<file path="src/rtl/irq_remap_pkg.sv">
package irq_remap_pkg;

  localparam int REQ_W     = 64;
  localparam int ENT_W     = 128;
  localparam int IDX_W     = 16;
  localparam int ENT_SHIFT = 4;   // log2 of descriptor size in bytes

  // request bits that must be zero in remappable form
  localparam logic [REQ_W-1:0] REQ_RSVD_MASK = 64'h0000_FFFF_FFFF_7700;
  // descriptor bits that must be zero without extended destinations
  localparam logic [ENT_W-1:0] ENT_RSVD_MASK =
    128'hFFFF_FFFF_FFFF_FFFF_FFFF_00FF_FF00_FF0C;

  typedef enum logic [2:0] {
    FLT_NONE     = 3'd0,
    FLT_COMPAT   = 3'd1,
    FLT_REQ_RSVD = 3'd2,
    FLT_ROOT     = 3'd3,
    FLT_ABSENT   = 3'd4,
    FLT_ENT_RSVD = 3'd5,
    FLT_TRIG     = 3'd6
  } fault_e;

  typedef struct packed {
    logic       trig;
    logic [2:0] dlv;
    logic [7:0] vec;
    logic [7:0] dest;
    logic       dmode;
  } xlat_t;

endpackage

</file>
<file path="src/rtl/irq_req_decode.sv">
module irq_req_decode
  import irq_remap_pkg::*;
(
  input  logic [REQ_W-1:0] req,
  output fault_e           pre_fault,
  output logic [IDX_W-1:0] idx,
  output logic             trig,
  output logic [7:0]       vec
);

  always_comb begin
    idx  = {req[11], req[63:49]};
    trig = req[15];
    vec  = req[7:0];
    if (!req[48])
      pre_fault = FLT_COMPAT;
    else if (|(req & REQ_RSVD_MASK))
      pre_fault = FLT_REQ_RSVD;
    else
      pre_fault = FLT_NONE;
  end

endmodule

</file>
<file path="src/rtl/irq_ent_check.sv">
module irq_ent_check
  import irq_remap_pkg::*;
(
  input  logic [ENT_W-1:0] ent,
  input  logic             rd_err,
  input  logic             req_trig,
  input  logic [7:0]       req_vec,
  output fault_e           fault,
  output xlat_t            xl,
  output logic             warn
);

  xlat_t fields;

  always_comb begin
    fields.trig  = ent[4];
    fields.dlv   = ent[7:5];
    fields.vec   = ent[23:16];
    fields.dest  = ent[47:40];
    fields.dmode = ent[1];

    if (rd_err)
      fault = FLT_ROOT;
    else if (!ent[0])
      fault = FLT_ABSENT;
    else if (|(ent & ENT_RSVD_MASK))
      fault = FLT_ENT_RSVD;
    else if (fields.trig != req_trig)
      fault = FLT_TRIG;
    else
      fault = FLT_NONE;

    if (fault == FLT_NONE) begin
      xl   = fields;
      warn = (fields.vec != req_vec);
    end else begin
      xl   = '0;
      warn = 1'b0;
    end
  end

endmodule

</file>
<file path="src/rtl/irq_remap_lookup.sv">
module irq_remap_lookup
  import irq_remap_pkg::*;
#(
  parameter int ADDR_W = 32
) (
  input  logic              clk,
  input  logic              rst,
  input  logic              remap_en,
  input  logic [ADDR_W-1:0] root_base,
  input  logic              req_valid,
  output logic              req_ready,
  input  logic [63:0]       req_entry,
  output logic              rsp_valid,
  output logic [2:0]        rsp_fault,
  output logic              rsp_trig,
  output logic [7:0]        rsp_vec,
  output logic [2:0]        rsp_dlv,
  output logic [7:0]        rsp_dest,
  output logic              rsp_dmode,
  output logic              rsp_vec_warn,
  output logic              mem_rd_valid,
  input  logic              mem_rd_ready,
  output logic [ADDR_W-1:0] mem_rd_addr,
  input  logic              mem_rsp_valid,
  input  logic              mem_rsp_err,
  input  logic [127:0]      mem_rsp_data
);

  localparam int OFS_W = IDX_W + ENT_SHIFT;

  typedef enum logic [1:0] {ST_IDLE, ST_RD, ST_WT, ST_RSP} state_e;

  state_e            st;
  logic [ADDR_W-1:0] addr_q;
  logic              trig_q;
  logic [7:0]        vec_q;
  fault_e            fault_q;
  xlat_t             xl_q;
  logic              warn_q;
  logic              rsp_q;

  fault_e           dec_fault;
  logic [IDX_W-1:0] dec_idx;
  logic             dec_trig;
  logic [7:0]       dec_vec;

  fault_e chk_fault;
  xlat_t  chk_xl;
  logic   chk_warn;

  logic             accept;
  logic [OFS_W-1:0] ofs;

  irq_req_decode u_dec (
    .req       (req_entry),
    .pre_fault (dec_fault),
    .idx       (dec_idx),
    .trig      (dec_trig),
    .vec       (dec_vec)
  );

  irq_ent_check u_chk (
    .ent      (mem_rsp_data),
    .rd_err   (mem_rsp_err),
    .req_trig (trig_q),
    .req_vec  (vec_q),
    .fault    (chk_fault),
    .xl       (chk_xl),
    .warn     (chk_warn)
  );

  assign req_ready = (st == ST_IDLE) && remap_en;
  assign accept    = req_valid && req_ready;
  assign ofs       = {dec_idx, {ENT_SHIFT{1'b0}}};

  always_ff @(posedge clk) begin
    if (rst) begin
      st      <= ST_IDLE;
      addr_q  <= '0;
      trig_q  <= 1'b0;
      vec_q   <= '0;
      fault_q <= FLT_NONE;
      xl_q    <= '0;
      warn_q  <= 1'b0;
      rsp_q   <= 1'b0;
    end else begin
      case (st)
        ST_IDLE: if (accept) begin
          trig_q <= dec_trig;
          vec_q  <= dec_vec;
          if (dec_fault != FLT_NONE) begin
            fault_q <= dec_fault;
            xl_q    <= '0;
            warn_q  <= 1'b0;
            rsp_q   <= 1'b1;
            st      <= ST_RSP;
          end else begin
            addr_q <= root_base + ADDR_W'(ofs);
            st     <= ST_RD;
          end
        end
        ST_RD: if (mem_rd_ready) st <= ST_WT;
        ST_WT: if (mem_rsp_valid) begin
          fault_q <= chk_fault;
          xl_q    <= chk_xl;
          warn_q  <= chk_warn;
          rsp_q   <= 1'b1;
          st      <= ST_RSP;
        end
        default: begin
          rsp_q <= 1'b0;
          st    <= ST_IDLE;
        end
      endcase
    end
  end

  assign mem_rd_valid = (st == ST_RD);
  assign mem_rd_addr  = addr_q;
  assign rsp_valid    = rsp_q;
  assign rsp_fault    = fault_q;
  assign rsp_trig     = xl_q.trig;
  assign rsp_vec      = xl_q.vec;
  assign rsp_dlv      = xl_q.dlv;
  assign rsp_dest     = xl_q.dest;
  assign rsp_dmode    = xl_q.dmode;
  assign rsp_vec_warn = warn_q;

  AST_CALLER_ENABLED: assert property (@(posedge clk) disable iff (rst)
    req_valid |-> remap_en);

  AST_SINGLE_PULSE: assert property (@(posedge clk) disable iff (rst)
    rsp_valid |=> !rsp_valid);

  AST_BUSY_NOT_READY: assert property (@(posedge clk) disable iff (rst)
    accept |=> !req_ready);

  AST_RD_HOLD: assert property (@(posedge clk) disable iff (rst)
    (mem_rd_valid && !mem_rd_ready) |=> (mem_rd_valid && $stable(mem_rd_addr)));

  AST_PREFAULT_NO_READ: assert property (@(posedge clk) disable iff (rst)
    (accept && dec_fault != FLT_NONE) |=> (rsp_valid && !mem_rd_valid));

  AST_WARN_ON_SUCCESS: assert property (@(posedge clk) disable iff (rst)
    (rsp_valid && rsp_vec_warn) |-> (rsp_fault == 3'd0));

  AST_RSP_AFTER_DATA: assert property (@(posedge clk) disable iff (rst)
    (mem_rsp_valid && st == ST_WT) |=> rsp_valid);

endmodule

</file>
<file path="config.mk">
export PLATFORM = sky130hd
export DESIGN_NAME = irq_remap_lookup
export DESIGN_NICKNAME = d
export VERILOG_FILES = /design/src/rtl/irq_remap_pkg.sv /design/src/rtl/irq_req_decode.sv /design/src/rtl/irq_ent_check.sv /design/src/rtl/irq_remap_lookup.sv
export SDC_FILE = /design/constraint.sdc
export NUM_CORES = 1
export LEC_CHECK = 0
export ABC_AREA = 1
export BUFFER_PORTS_ARGS = -buffer_cell sky130_fd_sc_hd__buf_4
export CAP_MARGIN = 10
export CORE_MARGIN = 2
export CORE_UTILIZATION = 35
export CTS_BUF_LIST = sky130_fd_sc_hd__clkbuf_4 sky130_fd_sc_hd__clkbuf_8 sky130_fd_sc_hd__clkbuf_16
export CTS_CLUSTER_SIZE = 24
export DETAILED_ROUTE_END_ITERATION = 8
export PLACE_DENSITY_LB_ADDON = 0.12
export SYNTH_ARGS = -nofsm -noshare
export SYNTH_HDL_FRONTEND = slang
export SYNTH_SLANG_ARGS = --single-unit
</file>
<file path="constraint.sdc">
create_clock -name clk -period 2 [get_ports clk]
set_input_delay 0.1 -clock clk [delete_from_list [all_inputs] [get_ports clk]]
set_output_delay 0.1 -clock clk [all_outputs]
set_load 0.005 [all_outputs]
</file>
# ---- Word-level counts from Yosys, hierarchy flattened
# Cells that the tools add are included.
dict set report word_totals {
  register_bits 69
  latchBits 0
  mem_bits_rw 0
  rom_bits 0
  wordCells 65
  memories 0
}
dict set report classes {
  n_addsub 1
  multipliers 0
  n_div 0
  magnitude_cmp 0
  n_eq_ne 8
  shift 0
  n_mux 29
  n_bitwise 2
  n_reduce_logical 13
}
# cell n
set op_table {}
lappend op_table {{$reduce_or A106 Y1} 1}
lappend op_table {{$mux W21} 4}
lappend op_table {{$pmux W21 S2} 1}
lappend op_table {{$reduce_or A38 Y1} 1}
lappend op_table {{$add A32 B20 Y32} 1}
lappend op_table {{$mux W3} 7}
lappend op_table {{$mux W2} 6}
lappend op_table {{$ne A8 B8 Y1} 1}
lappend op_table {{$reduce_and A4 Y1} 2}
lappend op_table {{$mux W1} 7}
lappend op_table {{$pmux W2 S3} 1}
lappend op_table {{$pmux W3 S2} 1}
lappend op_table {{$reduce_and A3 Y1} 2}
lappend op_table {{$ne A2 B1 Y1 const B} 2}
lappend op_table {{$ne A2 B2 Y1 const B} 2}
lappend op_table {{$logic_not A3 Y1} 1}
lappend op_table {{$pmux W1 S3} 1}
lappend op_table {{$reduce_bool A3 Y1} 1}
lappend op_table {{$eq A2 B1 Y1 const B} 1}
lappend op_table {{$eq A2 B2 Y1 const B} 1}
lappend op_table {{$logic_and A1 B1 Y1} 2}
lappend op_table {{$logic_not A2 Y1} 1}
lappend op_table {{$not A1 Y1} 2}
lappend op_table {{$pmux W1 S2} 1}
lappend op_table {{3 further kinds} 3}

# ---- Logic depth before layout (Yosys ltp)
dict set report depth {
  word_depth 9
  ltp_mapped 14
  depth_no_buf 14
}

# ---- Modules after synthesis
# From an unflattened synthesis, not the netlist that was laid out.
dict set report hier_totals {
  hier_cells 935
  hier_area_um2 5496.5
}
# module n_inst cells_each area_per_inst_um2
set by_module_without_submodules {}
lappend by_module_without_submodules {irq_remap_lookup 1 702 4370.4}
lappend by_module_without_submodules {irq_ent_check 1 168 778.2}
lappend by_module_without_submodules {irq_req_decode 1 65 347.8}

# ---- Worst setup path after synthesis
# No wires, ideal clock.
dict set report synth_path {
  path_type {register to register}
  startpoint {register st[0]}
  endpoint {register addr_q[25], in the netlist mem_rd_addr[25]}
  setup_time_ns 0.109
  t_arrival_ns 1.604
  required_time_ns 1.891
  slack_ns 0.287
  stages_incl_launch_ff 12
  path_buffers 2
  synth_period_minus_slack_ns 1.713
  cell_sequence {dfxtp_1 > inv_1 > ha_1 > nand2_1 > clkinv_1 > nand2_2 > buf_2 > nor2_8 > buf_6 > o21a_1 > nand2_1 > inv_1}
}
dict set report synth_via {
  elab_chain_len 4
}
# item line
set synth_rtl {}
lappend synth_rtl {{from (decl)} irq_remap_lookup.sv:33} ;# state_e st;
lappend synth_rtl {{from (signal assigned)} irq_remap_lookup.sv:78} ;# st <= ST_IDLE;
lappend synth_rtl {{from (signal assigned)} irq_remap_lookup.sv:96} ;# st <= ST_RSP;
lappend synth_rtl {{from (signal assigned)} irq_remap_lookup.sv:99} ;# st <= ST_RD;
lappend synth_rtl {{$logic_not A2 Y1 (*)} {irq_remap_lookup.sv:72, irq_remap_lookup.sv:87}}
lappend synth_rtl {{$logic_and A1 B1 Y1} irq_remap_lookup.sv:72} ;# assign req_ready = (st == ST_IDLE) && remap_en;
lappend synth_rtl {{$logic_and A1 B1 Y1} irq_remap_lookup.sv:73} ;# assign accept = req_valid && req_ready;
lappend synth_rtl {{$reduce_and A3 Y1 (no source line) (*)} --}
lappend synth_rtl {{to (signal assigned)} irq_remap_lookup.sv:98} ;# addr_q <= root_base + ADDR_W'(ofs);
lappend synth_rtl {{to (decl)} irq_remap_lookup.sv:34} ;# logic [ADDR_W-1:0] addr_q;
# Mark *: on every way between the ends. The rest lies on a longest branch, timed or not.
# A chain may end at the register's enable or synchronous reset.

# ---- Worst setup path in the final report
dict set report layout_path {
  startpoint {register st[0]}
  endpoint {register xl_q (netlist bit rsp_dest[7])}
}
dict set report layout_via {
  elab_chain_len 5
  word_cells_on_any_way 10
  cone_classes {eq/ne (4); mux (1); reduce/logical (5)}
}
# item line
set layout_rtl {}
lappend layout_rtl {{$logic_not A2 Y1} {irq_remap_lookup.sv:72, irq_remap_lookup.sv:87}}
lappend layout_rtl {{$logic_and A1 B1 Y1} irq_remap_lookup.sv:72}
lappend layout_rtl {{$logic_and A1 B1 Y1} irq_remap_lookup.sv:73}
lappend layout_rtl {{$ne A2 B2 Y1 (no source line)} --}
lappend layout_rtl {{$reduce_and A4 Y1 (no source line)} --}
lappend layout_rtl {{to (signal assigned)} irq_remap_lookup.sv:105} ;# xl_q <= chk_xl;
lappend layout_rtl {{to (decl)} irq_remap_lookup.sv:38} ;# xlat_t xl_q;
# Parallel ways exist; a longest one is shown, timed or not.

==> key figures <==
Outcome
  – Status: complete, no violations

Routing
  – DRT iter0 DRCs: 278
  – TritonRoute pass-1 iters: 4
  – Total Wirelength: 17,500 um
  – DRC viols: 0
  – DR vias/cell: 4.632
  – Routed Antenna Nets: 0
  – Vias after detailed routing: 5,933
  – Avg WL per Cell: 13.66 um

Power
  – Sw frac: 32.53%
  – Psw: 1.525 mW
  – Clock Power Share: 33.8%
  – Internal cell power: 3.163 mW
  – Part of the power in combinational logic: 34.7%
  – Max rail drop VDD: 0.4949 mV
  – Register share of total power: 31.4%
  – Lkg Pwr: 3.814 nW
  – PD cells: 612.0 nW/um2

Clocking
  – Longest Clk Path Bufs: 2
  – Clock sinks: 69
  – Cts bufs inserted: 9
  – Clock transition at path regs: 0.06 ns
  – Root Driver: clkbuf_16
  – Skew-Pair Late Insertion Delay: 0.34 ns
  – CTS tree: built
  – Post-CTS Setup Inserts: 0
  – H-tree levels: 3

Worst setup path
  – WP buf/inv: 4
  – Worst Setup SP: st[0]
  – Crit path cell chain: inv_1 > ha_2 > nand2_1 > clkinv_1 > nand2_2 > a21oi_4 > nand3_4 > buf_12 > nand2_1 > inv_1 > nor2_1 > nor2_1
  – Reg2reg start: st[0]
  – Crit path DAT: 2.00 ns
  – CP required: 2.22 ns
  – Crit path capture: rsp_dest[7]
  – CP max-delay cell: dfxtp_1
  – Critical path peak fanout: 20
  – Crit start category: flop
  – R2R Setup Slk: 0.21 ns
  – Worst r2r path cells: 12
  – WP depth: 12
  – Critical path's top delay family: simple AND/OR/NAND/NOR gates
  – Crit end category: flop
  – Worst R2R End: rsp_dest[7]
  – Setup CP Type: flop to flop
  – Max stage delay on crit path: 0.34 ns

Synth
  – Seq/Total Area, Yosys: 28.02%
  – Mapped Cells: 804
  – Synth Cell Area: 4930 um2
  – Yosys top cell area share: 28.02%
  – Syn nets: 1,056
  – Warnings from Yosys: 0
  – Cell variety after synth: 36
  – Yosys reg bits: 69
  – Avg Cell Area, Syn: 6.132 um2
  – Top cells by area, synth: dfxtp_1, nor2_1, nand2_1
  – Synth area leader: dfxtp_1

Hold path
  – Hold WC Path Type: input pin to flop
  – HP Start: root_base[0]

Timing
  – RSZ-0062 raised after global routing: false
  – Slew margin rel.: 69.23%
  – Final Setup Violations: 0
  – Fin crit share: 89.34%
  – Fmax: 559.7 MHz
  – Actual slew at the worst max-slew pin: 0.4582 ns
  – Slew Viols, Final: 0
  – Setup Skew: 0.007925 ns
  – Post-layout minimum cycle time: 1.787 ns
  – Setup TNS: 0 ns
  – Final Hold Violating Endpoints: 0

Floorplan
  – Die height: 122.7 um
  – # rows: 43
  – IO Count: 291
  – Die W: 122.7 um
  – Initial core utilization: 35.65%
  – Core area: 13,830 um2
  – DIE AREA: 15,050 um2

Final layout
  – Share of layout cells above drive strength 1: 30.70%
  – Diodes inserted: 0
  – P&R area growth vs syn: 55.41%
  – Fin nets: 1,349
  – Final instance area: 7661 um2
  – Final core occ: 55.41%

Global routing
  – Total grt overflow: 0
  – First-pass GRT wire length: 27,480 um
  – Overall Global Routing Usage: 23.40%
  – Vias in the first global route: 5,615
  – Pin count of the biggest net entering global routing: 36
  – Initial antenna violation count: 0

Placed design
  – Placement Cell Area: 7335 um2
  – RD Place Congestion: 0.9037
  – Port Buf Inserts: 290
  – DP Wirelength: 14,110 um

Job
  – Max cap viols: 0
## Yosys cell counts
master,n
a21o_1,2
a21oi_1,48
a21oi_4,1
and2_1,1
and2_2,1
buf_2,7
buf_4,1
buf_6,5
clkbuf_1,13
clkinv_1,1
dfxtp_1,69
fa_1,1
ha_1,20
inv_1,69
nand2_1,185
nand2_2,2
nand3_1,44
nand3_4,1
nand3b_1,21
nand4_1,10
nand4_2,1
nand4_4,1
nor2_1,208
nor2_2,4
nor2_8,1
nor3_1,8
nor3b_1,1
nor4_1,1
o21a_1,8
o21ai_0,31
o21ai_1,8
o21bai_1,1
or2_1,1
or2_2,4
xnor2_1,21
xor2_1,3
## timing repair
item,CTS,global route
setup endpoints to repair,0,31
hold endpoints to repair,3,0
hold buffers,3,0
resized for setup,0,3
## layout make-up
| cell class | count | area [um2] |
|---|---|---|
| inverter | 70 | 262.8 |
| timing repair buffer | 308 | 2361 |
| fill | 1437 | 6166 |
| clock inverter | 6 | 65.06 |
| clock buffer | 9 | 225.2 |
| multi-input combinational | 639 | 3141 |
| tap | 180 | 225.2 |
| sequential | 69 | 1381 |
## sequential cells by signal, summed over array words and instances, names as in the netlist
name,count
mem_rd_addr,32
rsp_dest,8
rsp_vec,8
vec_q,8
rsp_dlv,3
rsp_fault,3
st,2
rsp_dmode,1
rsp_trig,1
rsp_valid,1
rsp_vec_warn,1
trig_q,1
## per-stage QoR
| step | setup slack (ns) | cells | power (mW) | hold WS, ns |
|---|---|---|---|---|
| floorplan | 0.2873 | 804 | 2.382 | 0.2349 |
| CTS | 0.1310 | 1281 | 4.725 | 0.01158 |
| global placement | 0.1666 | 1263 | 3.109 | 0.3281 |
| detailed placement | 0.1309 | 1263 | 3.111 | 0.3387 |
| global route | 0.0007048 | 1281 | 4.996 | 0.03912 |
| finish | 0.2132 | 1281 | 4.688 | 0.01638 |
## per-layer routing
layer | vias to the layer above | track usage (%) | part of all wire (%)
li1 | 3144 | - | -
met1 | 2541 | 28.18 | 42
met2 | 211 | 40.19 | 48
met3 | 37 | 5.855 | 6.9
met4 | 0 | 8.333 | 3.0
met5 | - | 0 | 0
## layout by cell type, fill, tap and decap left out, types with 3 or more instances in the layout
cell           instances
buf_4                301
nor2_1               208
nand2_1              185
dfxtp_1               69
inv_1                 68
a21oi_1               48
nand3_1               44
o21ai_0               31
nand3b_1              21
xnor2_1               21
ha_1                  19
nand4_1               10
clkbuf_16              9
nor3_1                 8
o21ai_1                8
o21a_1                 8
nor2_2                 4
or2_2                  4
xor2_1                 3
dlygate4sd3_1          3
buf_12                 3
## power by group through the flow
stage | clock [mW] | combinational [mW] | sequential [mW]
finish | 1.59 | 1.63 | 1.47
global route | 1.69 | 1.83 | 1.48
CTS | 1.63 | 1.62 | 1.47
detailed placement | 0 | 1.61 | 1.50
global placement | 0 | 1.61 | 1.50
floorplan | 0 | 0.884 | 1.50
## logic make-up after synthesis
| group | after synthesis | synth area share (%) |
|---|---|---|
| adder cells (fa/ha/maj) | 21 | 5.482 |
| buffers and inverters | 96 | 8.325 |
| flip-flops | 69 | 28.02 |
| XOR/XNOR | 24 | 4.264 |
| AO/OA/AOI/OAI | 99 | 10.84 |
| AND/OR/NAND/NOR | 495 | 43.07 |
## worst min-delay path by stage
stage,end,slack (ns),cells after the start
floorplan,mem_rd_addr[0],0.23,2
global placement,mem_rd_addr[1],0.33,3
detailed placement,mem_rd_addr[3],0.34,3
CTS,mem_rd_addr[0],0.01,3
global route,vec_q[2],0.04,3
finish,mem_rd_addr[0],0.02,3
## worst reg2reg max path, cell delays in order, from the launching register on
cell	delay, ns
dfxtp_1	0.34
inv_1	0.09
ha_2	0.26
nand2_1	0.07
clkinv_1	0.06
nand2_2	0.06
a21oi_4	0.19
nand3_4	0.15
buf_12	0.19
nand2_1	0.06
inv_1	0.03
nor2_1	0.11
nor2_1	0.05
Note: power is estimated with default switching activity, not from simulation.
